===== config.mk =====
export PLATFORM = sky130hd
export DESIGN_NAME = flash_pe_engine
export DESIGN_NICKNAME = d
export VERILOG_FILES = /design/src/rtl/flash_pe_pkg.sv /design/src/rtl/flash_sector_map.sv /design/src/rtl/flash_op_timer.sv /design/src/rtl/flash_array_model.sv /design/src/rtl/flash_pe_engine.sv
export SDC_FILE = /design/constraint.sdc
export NUM_CORES = 2
export LEC_CHECK = 0
export BUFFER_PORTS_ARGS = -buffer_cell sky130_fd_sc_hd__buf_4
export CORE_UTILIZATION = 55
export CTS_CLUSTER_SIZE = 10
export DETAILED_ROUTE_END_ITERATION = 8
export PLACE_DENSITY_LB_ADDON = 0.2
export SYNTH_ARGS = -nofsm -noshare
export SYNTH_HDL_FRONTEND = slang
export SYNTH_SLANG_ARGS = --single-unit

===== constraint.sdc =====
create_clock -name clk -period 4.4 [get_ports clk]
set_input_delay 0.44 -clock clk [delete_from_list [all_inputs] [get_ports clk]]
set_output_delay 0.44 -clock clk [all_outputs]
set_load 0.05 [all_outputs]

===== src/rtl/flash_pe_pkg.sv =====
package flash_pe_pkg;
    localparam int ADDR_W   = 19;
    localparam int DATA_W   = 8;
    localparam int NUM_SECT = 11;
    localparam int SECT_W   = 4;

    typedef enum logic [1:0] {
        OP_PROG   = 2'd0,
        OP_SERASE = 2'd1,
        OP_CHIP   = 2'd2,
        OP_LOCK   = 2'd3
    } op_e;

    typedef enum logic {
        ST_IDLE = 1'b0,
        ST_RUN  = 1'b1
    } st_e;

    typedef struct packed {
        st_e                st;
        op_e                op;
        logic [ADDR_W-1:0]  addr;
        logic [DATA_W-1:0]  data;
        logic               locked;
        logic               done;
        logic [ADDR_W-1:0]  last_addr;
        logic [DATA_W-1:0]  last_data;
    } eng_t;
endpackage


===== src/rtl/flash_sector_map.sv =====
module flash_sector_map
    import flash_pe_pkg::*;
(
    input  logic [ADDR_W-1:0] addr,
    output logic [SECT_W-1:0] sect
);
    always_comb begin
        if (addr[18:16] != 3'd0) begin
            sect = SECT_W'(3) + SECT_W'(addr[18:16]);
        end else if (addr[15]) begin
            sect = SECT_W'(3);
        end else begin
            case (addr[14:13])
                2'b11:   sect = SECT_W'(2);
                2'b10:   sect = SECT_W'(1);
                default: sect = SECT_W'(0);
            endcase
        end
    end
endmodule


===== src/rtl/flash_op_timer.sv =====
module flash_op_timer #(
    parameter int CNT_W = 9
) (
    input  logic             clk,
    input  logic             rst_n,
    input  logic             load,
    input  logic [CNT_W-1:0] load_val,
    input  logic             run,
    output logic             zero
);
    logic [CNT_W-1:0] cnt_d, cnt_q;

    always_comb begin
        cnt_d = cnt_q;
        if (load) begin
            cnt_d = load_val;
        end else if (run && cnt_q != '0) begin
            cnt_d = cnt_q - CNT_W'(1);
        end
    end

    always_ff @(posedge clk) begin
        if (!rst_n) cnt_q <= '0;
        else        cnt_q <= cnt_d;
    end

    assign zero = (cnt_q == '0);
endmodule


===== src/rtl/flash_array_model.sv =====
module flash_array_model
    import flash_pe_pkg::*;
#(
    parameter int SLOT_W = 3
) (
    input  logic                clk,
    input  logic                rst_n,
    input  logic                prog_en,
    input  logic [SECT_W-1:0]   prog_sect,
    input  logic [SLOT_W-1:0]   prog_slot,
    input  logic [DATA_W-1:0]   prog_data,
    input  logic [NUM_SECT-1:0] erase_mask,
    input  logic [SECT_W-1:0]   rd_sect,
    input  logic [SLOT_W-1:0]   rd_slot,
    output logic [DATA_W-1:0]   rd_data
);
    localparam int SLOTS  = 1 << SLOT_W;
    localparam int BANK_W = SLOTS * DATA_W;

    logic [BANK_W-1:0] bank_rd [NUM_SECT];

    for (genvar s = 0; s < NUM_SECT; s++) begin : g_sect
        logic [BANK_W-1:0] bank_d, bank_q;
        logic              hit;

        assign hit = prog_en && (prog_sect == SECT_W'(s));

        always_comb begin
            bank_d = bank_q;
            if (erase_mask[s]) begin
                bank_d = '1;
            end else if (hit) begin
                bank_d[prog_slot*DATA_W +: DATA_W] =
                    bank_q[prog_slot*DATA_W +: DATA_W] & prog_data;
            end
        end

        always_ff @(posedge clk) begin
            if (!rst_n) bank_q <= '1;
            else        bank_q <= bank_d;
        end

        assign bank_rd[s] = bank_q;
    end

    always_comb begin
        rd_data = '1;
        for (int s = 0; s < NUM_SECT; s++) begin
            if (rd_sect == SECT_W'(s)) begin
                rd_data = bank_rd[s][rd_slot*DATA_W +: DATA_W];
            end
        end
    end
endmodule


===== src/rtl/flash_pe_engine.sv =====
module flash_pe_engine
    import flash_pe_pkg::*;
#(
    parameter int SLOT_W        = 3,
    parameter int PROG_CYCLES   = 20,
    parameter int SERASE_CYCLES = 200,
    parameter int CHIP_CYCLES   = 400
) (
    input  logic              clk,
    input  logic              rst_n,
    input  logic              req_valid,
    input  logic [1:0]        req_op,
    input  logic [ADDR_W-1:0] req_addr,
    input  logic [DATA_W-1:0] req_data,
    input  logic [ADDR_W-1:0] rd_addr,
    output logic [DATA_W-1:0] rd_data,
    output logic              busy,
    output logic              op_done,
    output logic              boot_locked,
    output logic [ADDR_W-1:0] last_addr,
    output logic [DATA_W-1:0] last_data
);
    localparam int MAX_A = (PROG_CYCLES > SERASE_CYCLES) ? PROG_CYCLES : SERASE_CYCLES;
    localparam int MAX_C = (MAX_A > CHIP_CYCLES) ? MAX_A : CHIP_CYCLES;
    localparam int CNT_W = $clog2(MAX_C + 1);

    eng_t q, d;

    logic [SECT_W-1:0]   req_sect, op_sect, rd_sect;
    logic                tmr_load, tmr_zero, tmr_run;
    logic [CNT_W-1:0]    tmr_val;
    logic                prog_en;
    logic [NUM_SECT-1:0] erase_mask;
    logic                req_boot_blocked;

    flash_sector_map u_map_req (.addr(req_addr), .sect(req_sect));
    flash_sector_map u_map_op  (.addr(q.addr),   .sect(op_sect));
    flash_sector_map u_map_rd  (.addr(rd_addr),  .sect(rd_sect));

    flash_op_timer #(.CNT_W(CNT_W)) u_tmr (
        .clk      (clk),
        .rst_n    (rst_n),
        .load     (tmr_load),
        .load_val (tmr_val),
        .run      (tmr_run),
        .zero     (tmr_zero)
    );

    flash_array_model #(.SLOT_W(SLOT_W)) u_arr (
        .clk        (clk),
        .rst_n      (rst_n),
        .prog_en    (prog_en),
        .prog_sect  (op_sect),
        .prog_slot  (q.addr[SLOT_W-1:0]),
        .prog_data  (q.data),
        .erase_mask (erase_mask),
        .rd_sect    (rd_sect),
        .rd_slot    (rd_addr[SLOT_W-1:0]),
        .rd_data    (rd_data)
    );

    assign req_boot_blocked = q.locked && (req_sect == SECT_W'(0));
    assign tmr_run          = (q.st == ST_RUN);

    always_comb begin
        d          = q;
        d.done     = 1'b0;
        tmr_load   = 1'b0;
        tmr_val    = '0;
        prog_en    = 1'b0;
        erase_mask = '0;

        case (q.st)
            ST_IDLE: begin
                if (req_valid) begin
                    case (op_e'(req_op))
                        OP_PROG: begin
                            if (req_boot_blocked) begin
                                d.done = 1'b1;
                            end else begin
                                d.st        = ST_RUN;
                                d.op        = OP_PROG;
                                d.addr      = req_addr;
                                d.data      = req_data;
                                d.last_addr = req_addr;
                                d.last_data = req_data;
                                tmr_load    = 1'b1;
                                tmr_val     = CNT_W'(PROG_CYCLES - 1);
                            end
                        end
                        OP_SERASE: begin
                            if (req_boot_blocked) begin
                                d.done = 1'b1;
                            end else begin
                                d.st     = ST_RUN;
                                d.op     = OP_SERASE;
                                d.addr   = req_addr;
                                tmr_load = 1'b1;
                                tmr_val  = CNT_W'(SERASE_CYCLES - 1);
                            end
                        end
                        OP_CHIP: begin
                            d.st     = ST_RUN;
                            d.op     = OP_CHIP;
                            tmr_load = 1'b1;
                            tmr_val  = CNT_W'(CHIP_CYCLES - 1);
                        end
                        default: begin
                            d.locked = 1'b1;
                            d.done   = 1'b1;
                        end
                    endcase
                end
            end
            default: begin
                if (tmr_zero) begin
                    d.st   = ST_IDLE;
                    d.done = 1'b1;
                    case (q.op)
                        OP_PROG:   prog_en = 1'b1;
                        OP_SERASE: erase_mask[op_sect] = 1'b1;
                        OP_CHIP: begin
                            erase_mask    = '1;
                            erase_mask[0] = !q.locked;
                        end
                        default: ;
                    endcase
                end
            end
        endcase
    end

    always_ff @(posedge clk) begin
        if (!rst_n) begin
            q           <= '0;
            q.st        <= ST_IDLE;
            q.op        <= OP_PROG;
        end else begin
            q <= d;
        end
    end

    assign busy        = (q.st == ST_RUN);
    assign op_done     = q.done;
    assign boot_locked = q.locked;
    assign last_addr   = q.last_addr;
    assign last_data   = q.last_data;
endmodule


Word level (Yosys, flattened, before mapping) --
Index checks and enable logic that the tools add are counted.
Operators by class: equality and inequality tests 32, $add $sub $neg 5, reduce and logical (&&, ||, !) cells 45, $lt $le $gt $ge 2, shifts and indexed selects 34, bitwise gates (word level) 15, muxes and demuxes 65
Operators by type and width (count):
- $shiftx A64 B7 Y8 | 22
- $bwmux W64 | 11
- $shiftx A8 B34 Y64 | 11
- $mux W8 | 13
- $and A8 B8 Y8 | 11
- $shift A8 B34 Y64 const A | 1
- $mux W59 | 1
- $mux W27 | 2
- $pmux W19 S2 | 1
- $mux W9 | 4
- $neg A6 Y34 | 1
- $eq A4 B3 Y1 const B | 8
- $mux W30 | 1
- $pmux W9 S3 | 1
- $eq A4 B4 Y1 const B | 6
- $mux W4 | 6
- $reduce_or A2 Y1 | 12
- $mux W11 | 2
- $mux W22 | 1
- $pmux W11 S2 | 1
- $eq A2 B2 Y1 const B | 8
- $eq A4 B2 Y1 const B | 4
- $logic_and A1 B1 Y1 | 14
- $mux W1 | 13
- other kinds (24) | 43
Word-level totals: register bits after elaboration 764, word-level logic and storage cells 217, input bits 51

Logic depth before layout (Yosys ltp) --
depth in word-level cells 16, mapped depth 15, depth with buffers taken out 9

By module --
From an unflattened synthesis, not the netlist that was laid out.
Second synthesis, totals: cells, all modules 4323, area total of the unflattened synthesis 40331.2 um^2
By module, submodules not included:
- flash_array_model | area each 36985.5 um^2, cells each 3931, instances 1, sequential area each 14093.5 um^2
- flash_pe_engine | area each 2472.4 um^2, cells each 279, instances 1, sequential area each 1021.0 um^2
- flash_op_timer | area each 588.1 um^2, cells each 71, instances 1, sequential area each 180.2 um^2
- flash_sector_map | area each 95.1 um^2, cells each 14, instances 3, sequential area each 0.0 um^2

Least setup slack after synthesis --
OpenSTA, ideal clock, no wires.
kind input port to output port, from input port rd_addr[16], to output port rd_data[1], buffers on the path 3, arrival time 2.952 ns, data required time 3.960 ns, setup slack 1.008 ns, stages 11, cell sequence buf_4 inv_1 ha_1 nand2b_1 buf_2 a31o_2 buf_2 a32oi_1 o221ai_1 a41o_1 a21oi_1
Between the ends: cells in the longest elaborated chain, start to end 14, elaborated cells between the ends (all ways) 25
RTL lines:
- from (decl) | line flash_pe_engine.sv:15 | input logic [ADDR_W-1:0] rd_addr,
- $add A2 B3 Y4 or $reduce_bool A3 Y1 (tied branches) | line flash_sector_map.sv:9, flash_sector_map.sv:8
- $mux W4 * | line flash_sector_map.sv:8 | if (addr[18:16] != 3'd0) begin
- $logic_not A4 Y1 | line flash_array_model.sv:49 | if (rd_sect == SECT_W'(s)) begin
- $mux W8 (10 in a row) | line flash_array_model.sv:49
- $mux W8 * | line flash_array_model.sv:49
- to (decl) | line flash_pe_engine.sv:16 | output logic [DATA_W-1:0] rd_data,
Mark *: on every way between the ends. The rest lies on a longest branch, timed or not.

Worst setup path after layout --
from input port rd_addr[16], to output port rd_data[4]
The elaborated chain is that of the path after synthesis.

==> impl_metrics.json <==
{
  "rows": 98,
  "die_w_um": 271,
  "antenna_found_initial": 6,
  "synthAdderAreaFrac_pct": 0.377,
  "total_power_mw": 15.0,
  "syn-num-nets": 4267,
  "post_cts.repair.setup_buffers": 0,
  "critical_path_class": "in -> out",
  "ant_nets": 0,
  "synth_xor_area_share_pct": 0.0660,
  "clock_latency_ps": 650,
  "drt-pass1-iter-count": 6,
  "status": "finished clean",
  "p_leak_nw": 17.6,
  "die_area_um2": 73500,
  "port_buffers": 78,
  "nFillCells": 6191,
  "cts_resized": 0,
  "area_growth_pct": 8.61,
  "path_max_fanout": 14,
  "synth_area_per_cell_um2": 9.47,
  "cts_tree": "yes",
  "synth-edff-count": 0,
  "setup_viol": 0,
  "routedWlPerCell_um": 26.4,
  "grt_util_all_layers_pct": 36.2,
  "grt_pass1_wl_um": 204000,
  "synth_top_family_by_area": "multiplexers",
  "syn_inst": 4204,
  "hp-class": "in -> reg",
  "layout.nets": 4175,
  "crit_required_ps": 3960,
  "clock_skew_ps": 21.3,
  "wl_met2_um": 60400,
  "dp_hpwl_um": 82000,
  "drc": 0,
  "grt_pass1_vias": 33500,
  "rsz0062_at_grt": "false",
  "grt_max_degree": 131,
  "htree_levels": 3,
  "synth_seq_area_share_pct": 37.9,
  "drt-met1-wl_um": 51100,
  "ys_warn_count": 0,
  "cts.clk_slew.worst_paths_ps": 60,
  "netlist-cell-type-count": 77,
  "path_cells": "buf_4 -> inv_1 -> ha_1 -> or3_1 -> and2_1 -> a32oi_1 -> o211ai_1 -> a2111oi_0 -> a211o_1 -> buf_4",
  "initial_core_util_pct": 55.6,
  "synth_compound_area_share_pct": 15.9,
  "num_vias": 35200,
  "period_needed_ps": 3960,
  "ys.flop_type": "dfxtp_1",
  "final_layout_size_suffix_gt1_share_pct": 17.5,
  "startpoint_type": "input port",
  "fmax_mhz": 253,
  "cts_root_buffer": "clkbuf_16",
  "numCtsBuffers": 87,
  "drt-vias-per-instance": 6.91,
  "core_um2": 71600,
  "p_per_area_nw_per_um2": 346,
  "synthArstFlopShare_pct": 0,
  "die_y_um": 271,
  "grt_overflow": 0,
  "boundaryPins": 89,
  "irDropWorstVdd_mv": 0.270,
  "max_slew_margin_pct": 23.0,
  "routed-wl-met3_um": 15400,
  "max-cap-violations": 0,
  "hold_viol": 0,
  "ys_seq_elements": 754,
  "endpoint_kind": "primary output",
  "tightest_slew_ps": 1150,
  "fin_crit_sh_pct": 90.0,
  "synthSimpleGateAreaFrac_pct": 18.6,
  "cp_slowest_cell": "a2111oi_0",
  "setup_tns_ps": 0,
  "postCtsHoldBufs": 0,
  "drt_iter0_drc": 4054,
  "synth_mux_area_share_pct": 22.0,
  "highest_layer": "met5",
  "place_congestion": 0.966,
  "cts.sinks": 754,
  "clock_path_buffers": 3,
  "drv_slew": 0,
  "crit_arrival_ps": 3520,
  "synth.cell_area_um2": 39800,
  "drt-total-wl_um": 134000,
  "cp_common_cell": "buf_4",
  "critPathMaxStageDelay_ps": 660
}
==> registers in the layout, summed over array words and instances, names as in the netlist <==
| register | count |
|---|---|
| u_tmr.cnt_q | 9 |
| last_addr | 19 |
| op_done | 1 |
| last_data | 8 |
| u_arr.g_sect.bank_q | 704 |
| boot_locked | 1 |
| q | 11 |
| busy | 1 |
==> cell type report <==
type,instances,area (um^2),area share (%)
Sequential cell,754,15100,34.9
Tap cell,950,1190,2.75
Antenna cell,1,2.50,0.00579
Multi-Input combinational cell,3045,22800,52.6
Clock buffer,109,2370,5.49
Clock inverter,4,63.8,0.148
Timing Repair Buffer,191,1620,3.73
Inverter,33,126,0.292
==> cells in the mapped netlist, drive strengths merged (4+ instances only) <==
cell type,count,area (um^2)
a221o,4,40.0
nand3b,4,30.0
mux2i,66,664
or3,6,37.5
o22ai,7,43.8
a21boi,94,706
a21oi,29,153
buf,237,1390
nor3,27,151
o211ai,625,4690
a32oi,4,35.0
o311ai,8,70.1
nor4,11,118
o21ai,21,105
mux4,350,7880
nand3,290,1460
clkbuf,135,508
nor2b,23,149
and4,5,43.8
dfxtp,754,15100
o21a,12,90.1
nor2,24,97.6
ha,12,150
nand4,34,213
a31oi,15,93.8
a211oi,7,62.6
a2111oi,5,43.8
and2,10,62.6
inv,33,124
nor3b,5,48.8
a211o,5,43.8
mux2,20,225
nand2b,13,81.3
nand2,1275,4790
==> cell usage in the layout, fill, tap and decap left out, types with 9 or more instances in the layout <==
cell type and count:
buf_4 175, o21ai_0 18, nand2_1 1273, o211ai_1 625, clkbuf_1 14, dfxtp_1 743
buf_12 13, nand4_1 34, nor2b_1 20, a31oi_1 15, ha_1 12, mux4_2 350
nand2b_1 13, and2_1 9, inv_1 32, a21oi_1 27, o21a_2 11, clkbuf_16 90
nand3_1 288, nor3_1 23, mux2_2 20, nor2_1 21, mux2i_1 65, a21boi_0 94
==> through the flow <==
| step | area, um^2 | utilization (%) | hold WS (ps) | setup slack [ps] | cells |
|---|---|---|---|---|---|
| 6_report | 43300 | 60.4 | 64.7 | 440 | 5087 |
| 5_1_grt | 43300 | 60.4 | 59.9 | 367 | 5086 |
| 4_1_cts | 43300 | 60.4 | 41.7 | 628 | 5086 |
| 3_5_place_dp | 40800 | 57.0 | 457 | 677 | 4973 |
| 3_3_place_gp | 40800 | 57.0 | 453 | 652 | 4973 |
| 2_1_floorplan | 39800 | - | 444 | 1010 | 4204 |
==> layer usage <==
| metal | up-vias | global-route usage, % |
|---|---|---|
| met5 | - | 0 |
| met4 | 12 | 18.5 |
| met3 | 482 | 8.84 |
| met2 | 2070 | 55.7 |
| met1 | 17100 | 47.3 |
| li1 | 15500 | - |
==> critical path: cells and delay by family <==
family | cells | cell delay [ps]
compound gates | 4 | 1660
simple gates | 2 | 710
fa+ha+maj | 1 | 240
buf+inv | 3 | 450
==> power breakdown <==
group          switching [mW]  total (mW)  internal [mW]
Clock                    2.84        6.62           3.78
Combinational           0.984        1.43          0.445
Sequential             0.0665        6.93           6.86
Total                    3.89        15.0           11.1
==> cell families (layout without fill, tap and decap cells) <==
| logic type | after synthesis | after routing |
|---|---|---|
| buffers and inverters | 405 | 337 |
| multiplexers | 436 | 436 |
| AND/OR/NAND/NOR | 1740 | 1740 |
| AO/OA/AOI/OAI | 854 | 854 |
| adder cells (fa/ha/maj) | 12 | 12 |
| flip-flops | 754 | 754 |
| XOR/XNOR | 3 | 3 |
| other | 0 | 1 |
==> final timing paths <==
check,startpoint,slack (ps),end,cells past startpoint
hold reg to reg,last_addr[0],460,last_addr[0],2
setup / recovery,rd_addr[16],440,rd_data[4],10
hold / removal,req_addr[8],60,last_addr[8],3
setup reg to reg,q[37],840,u_arr.g_sect[9].bank_q[3],7
No activity file was read; power rests on OpenSTA's default activity.
